--- src/rtl/rs_alloc_pkg.sv ---
// Package: shared default geometry for the segmented entry allocator.
// Assumes segment count and segment size are powers of two, both >= 2.
package rs_alloc_pkg;
    localparam int unsigned DEF_NUM_SEG  = 4;
    localparam int unsigned DEF_SEG_SIZE = 4;
endpackage

--- src/rtl/seg_picker.sv ---
// seg_picker: finds the lowest-index set bit of a segment's free vector.
// Assumes: SEG_SIZE >= 2. 'off' is only meaningful when 'found' is high.
module seg_picker #(
    parameter int unsigned SEG_SIZE = 4,
    localparam int unsigned OFF_W   = $clog2(SEG_SIZE)
) (
    input  logic [SEG_SIZE-1:0] free_vec,
    output logic                found,
    output logic [OFF_W-1:0]    off
);
    // Priority scan: walk from the top so the lowest free bit wins last.
    always_comb begin
        found = |free_vec;
        off   = '0;
        for (int i = SEG_SIZE - 1; i >= 0; i--) begin
            if (free_vec[i]) off = OFF_W'(i);
        end
    end
endmodule

--- src/rtl/avail_tracker.sv ---
// avail_tracker: holds the entry availability vector (1 = free).
// Assumes: an entry is never allocated and released in the same cycle.
module avail_tracker #(
    parameter int unsigned NUM_ENT = 16
) (
    input  logic               clk,
    input  logic               rst_n,
    input  logic [NUM_ENT-1:0] alloc_mask,
    input  logic [NUM_ENT-1:0] release_mask,
    output logic [NUM_ENT-1:0] avail_q
);
    // State update: clear committed grants, set released entries.
    always_ff @(posedge clk) begin
        if (!rst_n) avail_q <= '1;
        else        avail_q <= (avail_q & ~alloc_mask) | release_mask;
    end
endmodule

--- src/rtl/rs_seg_alloc.sv ---
// rs_seg_alloc: per-slot segmented allocator for scheduler entries.
// Slot k picks the lowest free entry of segment k. If any requesting slot's
// segment is full, stall is raised and no slot commits this cycle.
// Assumes: release_mask never names an entry granted in the same cycle.
module rs_seg_alloc #(
    parameter int unsigned NUM_SEG  = rs_alloc_pkg::DEF_NUM_SEG,
    parameter int unsigned SEG_SIZE = rs_alloc_pkg::DEF_SEG_SIZE,
    localparam int unsigned NUM_ENT = NUM_SEG * SEG_SIZE,
    localparam int unsigned SEG_W   = $clog2(NUM_SEG),
    localparam int unsigned OFF_W   = $clog2(SEG_SIZE),
    localparam int unsigned IDX_W   = SEG_W + OFF_W
) (
    input  logic                     clk,
    input  logic                     rst_n,
    input  logic [NUM_SEG-1:0]       disp_valid,
    input  logic [NUM_ENT-1:0]       release_mask,
    output logic [NUM_SEG-1:0]       grant_ok,
    output logic [NUM_SEG*IDX_W-1:0] grant_idx,
    output logic                     stall,
    output logic [NUM_ENT-1:0]       avail
);
    logic [NUM_ENT-1:0] avail_q;
    logic [NUM_ENT-1:0] alloc_mask;
    logic [NUM_SEG-1:0] seg_found;
    logic [NUM_SEG-1:0] seg_miss;
    logic [OFF_W-1:0]   seg_off [NUM_SEG];

    avail_tracker #(.NUM_ENT(NUM_ENT)) u_track (
        .clk          (clk),
        .rst_n        (rst_n),
        .alloc_mask   (alloc_mask),
        .release_mask (release_mask),
        .avail_q      (avail_q)
    );

    for (genvar s = 0; s < NUM_SEG; s++) begin : g_seg
        localparam logic [SEG_W-1:0] SEG_ID = SEG_W'(s);

        seg_picker #(.SEG_SIZE(SEG_SIZE)) u_pick (
            .free_vec (avail_q[s*SEG_SIZE +: SEG_SIZE]),
            .found    (seg_found[s]),
            .off      (seg_off[s])
        );

        // A requesting slot with an empty segment blocks the group.
        assign seg_miss[s] = disp_valid[s] & ~seg_found[s];
        // Global index = segment number followed by offset in segment.
        assign grant_idx[s*IDX_W +: IDX_W] = {SEG_ID, seg_off[s]};

        for (genvar o = 0; o < SEG_SIZE; o++) begin : g_ent
            // One-hot decode of the committed pick into the clear mask.
            assign alloc_mask[s*SEG_SIZE + o] =
                grant_ok[s] && (seg_off[s] == OFF_W'(o));
        end
    end

    // Group decision: all requesters commit or none does.
    assign stall    = |seg_miss;
    assign grant_ok = disp_valid & seg_found & {NUM_SEG{~stall}};
    assign avail    = avail_q;
endmodule

--- config.mk ---
export PLATFORM = sky130hd
export DESIGN_NAME = rs_seg_alloc
export DESIGN_NICKNAME = d
export VERILOG_FILES = /design/src/rtl/rs_alloc_pkg.sv /design/src/rtl/seg_picker.sv /design/src/rtl/avail_tracker.sv /design/src/rtl/rs_seg_alloc.sv
export SDC_FILE = /design/constraint.sdc
export NUM_CORES = 1
export LEC_CHECK = 0
export ABC_AREA = 1
export BUFFER_PORTS_ARGS = -buffer_cell sky130_fd_sc_hd__buf_2
export CORE_MARGIN = 4
export CORE_UTILIZATION = 40
export CTS_CLUSTER_SIZE = 8
export DETAILED_ROUTE_END_ITERATION = 7
export PLACE_DENSITY = 0.72
export SLEW_MARGIN = 15
export SYNTH_ARGS = -nofsm -noshare
export SYNTH_HDL_FRONTEND = slang
export SYNTH_HIERARCHICAL = 1
export SYNTH_SLANG_ARGS = --single-unit
--- constraint.sdc ---
create_clock -name clk -period 3.74 [get_ports clk]
set_input_delay 0.187 -clock clk [delete_from_list [all_inputs] [get_ports clk]]
set_output_delay 0.187 -clock clk [all_outputs]
set_load 0.01 [all_outputs]
Word level (Yosys, flattened, before mapping)
Cells that the tools add are included.
{"block": "totals", "ram_bits": 0, "output_inout_bits": 37, "wordCells": 68, "latch_bits": 0, "ff_bits": 16, "mem_count": 0, "romBits": 0}
{"block": "op_classes", "eq_ne": 12, "reduce_logical": 25, "mux": 16, "order_cmp": 0, "addsub": 0, "shifts": 0, "div_mod_pow": 0, "multipliers": 0, "bitwise_logic": 14}
{"op": "2-bit 2-to-1 mux", "n": 16}
{"op": "4-bit OR reduction", "n": 5}
{"op": "16-bit AND", "n": 1}
{"op": "2-bit == test (second input constant)", "n": 8}
{"op": "1-bit logical AND", "n": 16}
{"op": "16-bit inverter", "n": 1}
{"op": "16-bit OR", "n": 1}
{"op": "4-bit AND", "n": 2}
{"op": "2-bit by 1-bit == test with 1-bit output (second input constant)", "n": 4}
{"op": "2-bit zero test", "n": 4}
{"op": "1-bit inverter", "n": 5}
{"op": "1-bit AND", "n": 4}

Depth between registers and ports, before layout
{"block": "depth", "ltp_word": 10, "mapped_depth": 11, "mapped_depth_nobuf": 11}

Modules after synthesis
The synthesis kept the hierarchy.
{"module": "avail_tracker", "cells_each": 82, "instances": 1, "area_per_inst_um2": 578.1}
{"module": "rs_seg_alloc", "cells_each": 78, "instances": 1, "area_per_inst_um2": 404.1}
{"module": "seg_picker", "cells_each": 9, "instances": 4, "area_per_inst_um2": 46.3}

Worst setup path after synthesis
Ideal clock, no wire load.
{"block": "synth_timing", "path_type": "reg-to-reg", "startpoint": "register u_track.avail_q[7]", "endpoint": "register u_track.avail_q[0]", "period_less_slack_ps": 1326, "setup_time_ps": 114, "stages_incl_launch_ff": 12, "slack_ps": 2414, "n_path_buf": 0, "t_arrival_ps": 1211, "path_cell_list": "dfxtp_1 > inv_1 > nand4_1 > inv_1 > nand2_2 > nand2_4 > nor2_8 > nand2_4 > nor2_2 > inv_1 > nand2_1 > nand2_1"}
{"block": "synth_between", "elab_chain_cells": 10}
{"item": "start: declaration", "line_no": "avail_tracker.sv:10", "rtl": "output logic [NUM_ENT-1:0] avail_q"}
{"item": "start signal: assignment", "line_no": "avail_tracker.sv:15", "rtl": "else avail_q <= (avail_q & ~alloc_mask) | release_mask;"}
{"item": "4-bit OR reduction", "line_no": "seg_picker.sv:13", "rtl": "found = |free_vec;"}
{"item": "via seg_found[1]", "line_no": "rs_seg_alloc.sv:24", "rtl": "logic [NUM_SEG-1:0] seg_found;"}
{"item": "1-bit inverter", "line_no": "rs_seg_alloc.sv:46", "rtl": "assign seg_miss[s] = disp_valid[s] & ~seg_found[s];"}
{"item": "1-bit AND", "line_no": "rs_seg_alloc.sv:46"}
{"item": "4-bit OR reduction", "line_no": "rs_seg_alloc.sv:58", "rtl": "assign stall = |seg_miss;"}
{"item": "1-bit inverter", "line_no": "rs_seg_alloc.sv:59", "rtl": "assign grant_ok = disp_valid & seg_found & {NUM_SEG{~stall}};"}
{"item": "4-bit AND", "line_no": "rs_seg_alloc.sv:59"}
{"item": "1-bit logical AND", "line_no": "rs_seg_alloc.sv:53", "rtl": "grant_ok[s] && (seg_off[s] == OFF_W'(o));"}
{"item": "via alloc_mask[0]", "line_no": "rs_seg_alloc.sv:23", "rtl": "logic [NUM_ENT-1:0] alloc_mask;"}
{"item": "16-bit inverter", "line_no": "avail_tracker.sv:15"}
{"item": "16-bit AND", "line_no": "avail_tracker.sv:15"}
{"item": "16-bit OR", "line_no": "avail_tracker.sv:15"}
The timed path passes the listed nets, and every way through them passes these cells.
A chain may end at the register's enable or synchronous reset.

Worst setup path after layout
{"block": "layout_timing", "startpoint": "register u_track.avail_q[3]", "endpoint": "output port grant_ok[0]"}
{"block": "layout_between", "elab_chain_cells": 6}
{"item": "4-bit OR reduction (*)", "line_no": "seg_picker.sv:13"}
{"item": "via seg_found[0]", "line_no": "rs_seg_alloc.sv:24"}
{"item": "1-bit inverter", "line_no": "rs_seg_alloc.sv:46"}
{"item": "1-bit AND", "line_no": "rs_seg_alloc.sv:46"}
{"item": "4-bit OR reduction", "line_no": "rs_seg_alloc.sv:58"}
{"item": "1-bit inverter", "line_no": "rs_seg_alloc.sv:59"}
{"item": "4-bit AND (*)", "line_no": "rs_seg_alloc.sv:59"}
{"item": "end: declaration", "line_no": "rs_seg_alloc.sv:17", "rtl": "output logic [NUM_SEG-1:0] grant_ok,"}
The timed path passes the listed nets; every way through them passes the cells marked *.

==> flow_metrics.py <==
metrics = {
    "finish": {
        "regMostFlops": "u_track/avail_q",
        "fillCellCount": 310,
        "area_growth_pct": 23.7,
        "reg_top3": "u_track/avail_q x16",
        "antennaDiodeCount": 0,
        "largest_register_ffs": 16,
        "final_cell_mix": "62 x nand2_1, 50 x buf_2, 45 x inv_1",
        "layout_commonest_cell": "nand2_1",
        "final_cells": 278,
        "nets": 270,
        "drive_above_1_share": 0.360,
    },
    "placement": {
        "port_buffers": 50,
        "hpwl_um": 1910,
        "placed_cells": 274,
        "gp_congestion": 0.754,
    },
    "timing": {
        "finalSetupViolCount": 0,
        "max_freq_mhz": 583,
        "slew_viol_final": 0,
        "rsz0062_at_grt": "no",
        "final-hold-violation-count": 0,
        "fin_skew_ns": 0.00223,
        "tns_ns": 0,
        "period_needed_ns": 1.71,
        "min_period_over_period": 0.458,
        "whs_ns": 0.0697,
    },
    "global_routing": {
        "grt_pass1_vias": 924,
        "antenna_found_initial": 0,
        "gr-total-overflow": 0,
        "grt_max_degree": 17,
        "grt_usage": 0.129,
        "grt_pass1_wl_um": 3750,
    },
    "route": {
        "vias": 1150,
        "avgRoutedWirePerCell_um": 8.30,
        "final_antenna_net_count": 0,
        "viasPerCell": 4.14,
        "drt_iter0_drc": 47,
        "wl_um": 2310,
        "drc": 0,
        "first_pass_iters": 4,
    },
    "cts": {
        "clk_pin_slew_worst_paths_ns": 0.10,
        "cts_tree": "yes",
        "postCtsSetupRepairBufs": 0,
        "cts_buffers": 3,
        "clock-root-buffer": "clkbuf_4",
        "cts_hold_buf": 0,
        "clock_latency_ns": 0.28,
        "htreeDepth": 1,
        "post_cts_resized": 0,
        "clock_sinks": 16,
        "cts_buffer_depth": 2,
    },
    "pwr": {
        "power_leakage_nw": 0.923,
        "pwr_density_cell_mw_per_mm2": 244,
        "ir_drop_uv": 168,
    },
    "logic_synthesis": {
        "netlist_instances": 196,
        "ys_ff_latch": 16,
        "synthesis.area_mm2": 0.00117,
        "ys_seq_area_frac": 0.274,
        "synth_area_leaders": "dfxtp_1 27%, nand2_1 20%, inv_1 14%",
        "yosysUniqueCellTypes": 14,
        "syn_area_per_cell_um2": 5.96,
        "synth_area_leader_cell": "dfxtp_1",
        "synth_top_area_frac": 0.274,
        "yosysWarnings": 6,
    },
    "floorplanning": {
        "io_pins": 59,
        "start_util": 0.420,
        "fp.dieH_um": 62.0,
        "die_area_mm2": 0.00385,
        "fp.dieW_um": 62.0,
        "std_cell_rows": 19,
        "coreArea_mm2": 0.00278,
    },
    "min_path": {
        "min_from": "release_mask[13]",
        "hp-class": "input port to flop",
    },
    "critical_path": {
        "endpoint_kind": "output port",
        "worst_ep_required_time_ns": 3.55,
        "startpoint_type": "flop",
        "critical_path.max_fanout": 5,
        "path_class": "flop to output port",
        "worstReg2RegStart": "u_track/avail_q[3]",
        "crit_arrival_ns": 1.53,
        "crit_start": "u_track/avail_q[3]",
    },
    "run_status": {
        "outcome": "finished, final reports clean",
    },
    "run": {
        "cap_violations": 0,
    },
}
==> critical path, stage by stage, from the launching register on <==
cell and delay [ns]:
dfxtp_1 0.39, inv_1 0.08, nand4_1 0.11, inv_1 0.06, nand2_2 0.07, nand2_4 0.06
nor2_8 0.19, nand2_4 0.10, inv_1 0.06, buf_2 0.12
==> synthesized netlist by cell type <==
| master | count |
|---|---|
| dfxtp_1 | 16 |
| nand2_1 | 62 |
| buf_6 | 1 |
| conb_1 | 2 |
| buf_4 | 8 |
| nand2_2 | 3 |
| nor2_8 | 1 |
| nand2_4 | 5 |
| inv_1 | 45 |
| nor2_2 | 9 |
| inv_2 | 9 |
| a21oi_2 | 8 |
| nor2_1 | 23 |
| nand4_1 | 4 |
==> cell families after synthesis <==
logic type,count (synthesis),synth area share
other,2,0.00643
DFF,16,0.274
and+or+nand+nor,107,0.424
buffers and inverters,63,0.235
AOI/OAI and AO/OA,8,0.0600
==> worst paths after layout <==
path                                             to  slack, ns  cells past startpoint
worst min register to register  u_track/avail_q[14]       0.48                      2
worst min-delay path            u_track/avail_q[13]       0.07                      3
worst max-delay path                    grant_ok[0]       2.03                      9
worst max register to register  u_track/avail_q[10]       2.35                     11
==> where the power goes <==
part           total (W)  internal [W]  switching (W)
combinational  0.0000596     0.0000243      0.0000353
sequential      0.000176      0.000173     0.00000298
clock           0.000116     0.0000592      0.0000569
==> area by class of cell <==
cell class,instances,area (um2),area share
clock buffer,4,36.3,0.0251
tap,31,38.8,0.0269
timing repair buffer,50,250,0.173
sequential,16,320,0.222
multi-input combinational,123,596,0.412
inverter,54,203,0.140
==> layer usage <==
| metal | up-vias | share of wire | global-route usage |
|---|---|---|---|
| met4 | 0 | 0 | 0.0485 |
| met2 | 36 | 0.47 | 0.201 |
| li1 | 636 | - | - |
| met3 | 0 | 0.094 | 0.0289 |
| met5 | - | 0 | 0 |
| met1 | 478 | 0.44 | 0.172 |
==> metrics by stage <==
stage | instance area (um2) | total power, W | setup slack, ns | utilization
after global routing | 1440 | 0.000377 | 1.87 | 0.519
after detailed placement | 1410 | 0.000240 | 2.34 | 0.506
after floorplan | 1190 | 0.000224 | 2.41 | -
after CTS | 1440 | 0.000359 | 2.00 | 0.519
final | 1440 | 0.000352 | 2.03 | 0.519
after global placement | 1410 | 0.000240 | 2.35 | 0.506
(Power assumes the default switching activity.)
